File: config.mk
export PLATFORM = sky130hd
export DESIGN_NAME = fpr_round_unit
export DESIGN_NICKNAME = d
export VERILOG_FILES = /design/src/rtl/fpr_pkg.sv /design/src/rtl/fpr_incr_decide.sv /design/src/rtl/fpr_mant_inc.sv /design/src/rtl/fpr_range_fix.sv /design/src/rtl/fpr_round_unit.sv
export SDC_FILE = /design/constraint.sdc
export NUM_CORES = 1
export LEC_CHECK = 0
export ABC_AREA = 1
export BUFFER_PORTS_ARGS = -buffer_cell sky130_fd_sc_hd__buf_2
export CORE_ASPECT_RATIO = 2
export CORE_MARGIN = 1.5
export CORE_UTILIZATION = 35
export DETAILED_ROUTE_END_ITERATION = 10
export PLACE_DENSITY = 0.71
export SLEW_MARGIN = 15
export SYNTH_ARGS = -nofsm -noshare
export SYNTH_HDL_FRONTEND = slang
export SYNTH_HIERARCHICAL = 1
export SYNTH_SLANG_ARGS = --single-unit
export TNS_END_PERCENT = 10
File: constraint.sdc
create_clock -name vclk -period 4.18
set_clock_uncertainty 0.1 [all_clocks]
set_input_delay 0.627 -clock vclk [all_inputs]
set_output_delay 0.627 -clock vclk [all_outputs]
set_load 0.05 [all_outputs]
File: src/rtl/fpr_pkg.sv
package fpr_pkg;

  typedef enum logic [2:0] {
    RM_EVEN   = 3'b000,
    RM_TOZERO = 3'b001,
    RM_UP     = 3'b010,
    RM_DOWN   = 3'b011,
    RM_HALFUP = 3'b100,
    RM_AWAY   = 3'b101
  } rmode_e;

  // Unused select codes fold onto ties-to-even.
  function automatic rmode_e decode_mode(input logic [2:0] sel);
    rmode_e m;
    case (sel)
      3'b001:  m = RM_TOZERO;
      3'b010:  m = RM_UP;
      3'b011:  m = RM_DOWN;
      3'b100:  m = RM_HALFUP;
      3'b101:  m = RM_AWAY;
      default: m = RM_EVEN;
    endcase
    return m;
  endfunction

endpackage

File: src/rtl/fpr_incr_decide.sv
module fpr_incr_decide
  import fpr_pkg::*;
(
  input  rmode_e mode,
  input  logic   sign,
  input  logic   lsb,
  input  logic   grd,
  input  logic   rnd,
  input  logic   stk,
  output logic   bump
);

  logic inexact;
  logic above_half;

  always_comb begin
    inexact    = grd | rnd | stk;
    above_half = grd & (rnd | stk);
    case (mode)
      RM_TOZERO: bump = 1'b0;
      RM_UP:     bump = inexact & ~sign;
      RM_DOWN:   bump = inexact & sign;
      RM_HALFUP: bump = above_half | (grd & ~sign);
      RM_AWAY:   bump = inexact;
      default:   bump = above_half | (grd & lsb);
    endcase
  end

endmodule

File: src/rtl/fpr_mant_inc.sv
module fpr_mant_inc #(
  parameter int FRAC_W   = 23,
  parameter int EXP_IN_W = 10
) (
  input  logic [FRAC_W-1:0]          frac_in,
  input  logic signed [EXP_IN_W-1:0] exp_in,
  input  logic                       bump,
  output logic [FRAC_W-1:0]          frac_out,
  output logic signed [EXP_IN_W:0]   exp_out
);

  localparam int SUM_W = FRAC_W + 1;

  logic [SUM_W-1:0]        sum;
  logic                    carry;
  logic signed [EXP_IN_W:0] exp_wide;

  always_comb begin
    sum      = {1'b0, frac_in} + {{FRAC_W{1'b0}}, bump};
    carry    = sum[FRAC_W];
    frac_out = carry ? sum[FRAC_W:1] : sum[FRAC_W-1:0];
    exp_wide = {exp_in[EXP_IN_W-1], exp_in};
    exp_out  = exp_wide + $signed({{EXP_IN_W{1'b0}}, carry});
  end

endmodule

File: src/rtl/fpr_range_fix.sv
module fpr_range_fix
  import fpr_pkg::*;
#(
  parameter int FRAC_W   = 23,
  parameter int EXP_W    = 8,
  parameter int EXP_IN_W = 10
) (
  input  rmode_e                   mode,
  input  logic                     sign,
  input  logic                     nz_ops,
  input  logic [FRAC_W-1:0]        frac,
  input  logic signed [EXP_IN_W:0] exp_r,
  output logic [EXP_W+FRAC_W:0]    word
);

  localparam int EXP_ALL_INT = (1 << EXP_W) - 1;
  localparam logic signed [EXP_IN_W:0] EXP_TOP  = EXP_IN_W'(EXP_ALL_INT);
  localparam logic signed [EXP_IN_W:0] EXP_NONE = '0;
  localparam logic [EXP_W-1:0]  E_ONES = '1;
  localparam logic [EXP_W-1:0]  E_MAXF = E_ONES - 1'b1;
  localparam logic [EXP_W-1:0]  E_MIN  = EXP_W'(1);
  localparam logic [FRAC_W-1:0] F_ZERO = '0;
  localparam logic [FRAC_W-1:0] F_ONES = '1;

  logic toward_sign;
  logic to_inf;
  logic force_min;
  logic ovf;
  logic tiny;

  always_comb begin
    toward_sign = ((mode == RM_UP) & ~sign) | ((mode == RM_DOWN) & sign);
    to_inf      = (mode == RM_EVEN) | (mode == RM_HALFUP) |
                  (mode == RM_AWAY) | toward_sign;
    force_min   = (mode == RM_AWAY) | toward_sign;
    ovf         = exp_r >= EXP_TOP;
    tiny        = exp_r <= EXP_NONE;

    if (!nz_ops) begin
      word = {sign, {EXP_W{1'b0}}, F_ZERO};
    end else if (ovf) begin
      word = to_inf ? {sign, E_ONES, F_ZERO} : {sign, E_MAXF, F_ONES};
    end else if (tiny) begin
      word = force_min ? {sign, E_MIN, F_ZERO} : {sign, {EXP_W{1'b0}}, F_ZERO};
    end else begin
      word = {sign, exp_r[EXP_W-1:0], frac};
    end
  end

endmodule

File: src/rtl/fpr_round_unit.sv
module fpr_round_unit
  import fpr_pkg::*;
#(
  parameter int FRAC_W   = 23,
  parameter int EXP_W    = 8,
  parameter int EXP_IN_W = 10
) (
  input  logic                       sign_i,
  input  logic [FRAC_W-1:0]          frac_i,
  input  logic signed [EXP_IN_W-1:0] exp_i,
  input  logic                       grd_i,
  input  logic                       rnd_i,
  input  logic                       stk_i,
  input  logic                       nz_ops_i,
  input  logic [2:0]                 mode_i,
  output logic [EXP_W+FRAC_W:0]      res_o
);

  rmode_e                   mode_n;
  logic                     bump;
  logic [FRAC_W-1:0]        frac_r;
  logic signed [EXP_IN_W:0] exp_r;

  assign mode_n = decode_mode(mode_i);

  fpr_incr_decide u_decide (
    .mode (mode_n),
    .sign (sign_i),
    .lsb  (frac_i[0]),
    .grd  (grd_i),
    .rnd  (rnd_i),
    .stk  (stk_i),
    .bump (bump)
  );

  fpr_mant_inc #(
    .FRAC_W   (FRAC_W),
    .EXP_IN_W (EXP_IN_W)
  ) u_inc (
    .frac_in  (frac_i),
    .exp_in   (exp_i),
    .bump     (bump),
    .frac_out (frac_r),
    .exp_out  (exp_r)
  );

  fpr_range_fix #(
    .FRAC_W   (FRAC_W),
    .EXP_W    (EXP_W),
    .EXP_IN_W (EXP_IN_W)
  ) u_fix (
    .mode   (mode_n),
    .sign   (sign_i),
    .nz_ops (nz_ops_i),
    .frac   (frac_r),
    .exp_r  (exp_r),
    .word   (res_o)
  );

endmodule

==> results.cfg <==
[floorplan]
initial_core_util = 0.3639
core_um2 = 4865
die_h_um = 103.6
rows = 36
die_w_um = 53.29
die-area_um2 = 5520
io_pins = 73

[cells_and_area]
finalNetCount = 488
n_fill_cell = 398
area_growth_pct = 88.06
drive_above_1_share = 0.5669
multi_input_comb_area_um2 = 2011
diodes = 0
clkbuf_count = 0
ff_latch_area_um2 = 0
n_sequential_cell = 0

[global_routing]
grtUsageMet2 = 0.4921
grt_max_degree = 31
met3_usage = 0.007205
grtUsageTotal = 0.2281
overflow = 0
busiest_layer = met2
grt_pass1_vias = 2418
antenna_found_initial = 0
grt_util_met1 = 0.2014
grt_pass1_wl_um = 9963

[synth]
muxShareOfSynthArea = 0
yosysSeqAreaShare = 0
synth_top_family_by_area = simple AND/OR/NAND/NOR gates
syn_nets = 375
avgSynthCellArea_um2 = 5.365
synth_top_area_frac = 0.2269
synth_area_um2 = 1770
synth-adder-area-share = 0.02827
yosys.area_share.simple = 0.5774
synth_cell_type_count = 30
postSynthCellCount = 330
yosysTopAreaCell = nand2_1
synth_compound_gate_area_share = 0.1866
synthXorXnorAreaFrac = 0.06431
synth_commonest_cells = 107 x nand2_1, 39 x inv_1, 37 x nor2_1
ys_warn_count = 6
yosysMostFrequentCell = nand2_1
synth_area_leaders = nand2_1 23%, a21oi_2 11%, inv_1 8.3%

[route]
drc = 0
dr.pass1.iters = 4
routed_wirelength_um = 6743
ant_nets = 0
dr.first_iter.drc_count = 54
drt-wirelength-per-cell_um = 13.54
vias = 2493
via_per_inst = 5.006

[sta]
period_minus_slack_ns = 4.629
slew_viol_final = 0
worst_pin_slew_ns = 0.6212
finalHoldViolations = 0
rsz0062_at_grt = true
finalSetupViolCount = 31
fin_ws_ns = -0.4495
slew-limit-headroom = 0.5854
fmax_mhz = 216.0
finalCritPeriodShare = 1.108
hold_ws_ns = 1.485

[run]
cap_violations = 0

[power_and_ir_drop]
irDropWorstVdd_mv = 0.1099
p_per_area_nw_per_um2 = 125.2
finalPower_mw = 0.4167
p_leak_nw = 1.559

[run_status]
violations = setup timing
status = complete, but fails checks

[place]
hpwlAfterDp_um = 4824
place_ws_ns = -0.5976
io_buffers = 73
globalplace.congestion = 0.8615

[hold_path]
min_path_cells = 2
hold_end = res_o[31]
hp-start = sign_i
hold_class = primary input to primary output

[worst_setup_path]
cpMaxStageDelayCell = o21bai_2
worst_path_largest_cell_delay_ns = 0.20
cp-end-kind = primary output
cp_max_fo = 15
arrival_ns = 3.90
worstSetupStartpointType = primary input
required_ns = 3.45
critical_path_class = primary input to primary output

[cts]
hold_buffers = 0
[metal layers]
layer,vias to the layer above,routed length [um]
met4,0,210
met2,57,4146
met5,-,0
met1,1166,2213
li1,1255,-
met3,15,172
[layout make-up]
type | instances | area share
repair buffers | 121 | 0.3236
well taps | 57 | 0.02142
inverters | 44 | 0.05111
multi-input cells | 276 | 0.6039
[where the power goes]
group	internal (mW)	total [mW]	switching [mW]
combinational	0.169	0.417	0.248
sequential	0	0	0
clock	0	0	0
total	0.169	0.417	0.248
[layout by cell type (no fill, tap or decap), types with 8 or more instances in the layout]
cell type / n
nand2_2: 36
nand2_1: 78
o21ai_0: 8
nor2_2: 11
xor2_1: 8
buf_2: 40
buf_6: 33
inv_1: 33
nor2_4: 16
a21oi_4: 31
buf_4: 39
nor2_1: 26
inv_2: 9
nand3_1: 21
[what timing repair did]
item	CTS	global route
endpoints found under the setup margin	31	31
pin swaps	26	26
gates cloned	3	1
buffers inserted	13	3
resized for setup	94	31
[worst max-delay path: cells and delay by family]
| kind | cells | cell delay (ns) |
|---|---|---|
| adder cells (fa/ha/maj) | 2 | 0.37 |
| AO/OA/AOI/OAI | 2 | 0.36 |
| buffers and inverters | 9 | 0.94 |
| AND/OR/NAND/NOR | 17 | 1.57 |
[cell families after synthesis]
kind of cell / after synthesis
buffers and inverters: 54
AND/OR/NAND/NOR: 212
adder cells (fa/ha/maj): 4
XOR/XNOR: 13
AO/OA/AOI/OAI: 47
[how the worst max path moves through the flow]
| stage | end | slack (ns) | cells after the start | from |
|---|---|---|---|---|
| after floorplan | res_o[10] | -0.22 | 30 | mode_i[1] |
| after global placement | res_o[10] | -0.47 | 30 | mode_i[1] |
| after detailed placement | res_o[10] | -0.60 | 31 | mode_i[1] |
| after CTS | res_o[10] | -0.40 | 31 | mode_i[2] |
| after global routing | res_o[27] | -0.67 | 31 | mode_i[2] |
| final | res_o[13] | -0.45 | 30 | mode_i[2] |
[per-stage QoR]
| stage | cell area (um2) | TNS (ns) | instances | utilization |
|---|---|---|---|---|
| after detailed placement | 2696 | -17.99 | 478 | 0.5543 |
| after global placement | 2696 | -14.19 | 478 | 0.5543 |
| after CTS | 3176 | -11.94 | 494 | 0.6528 |
| final | 3329 | -13.07 | 498 | 0.6844 |
| after global routing | 3329 | -20.11 | 498 | 0.6844 |
| after floorplan | 2095 | -4.911 | 330 | - |
Power figures use the tool's default switching activity.
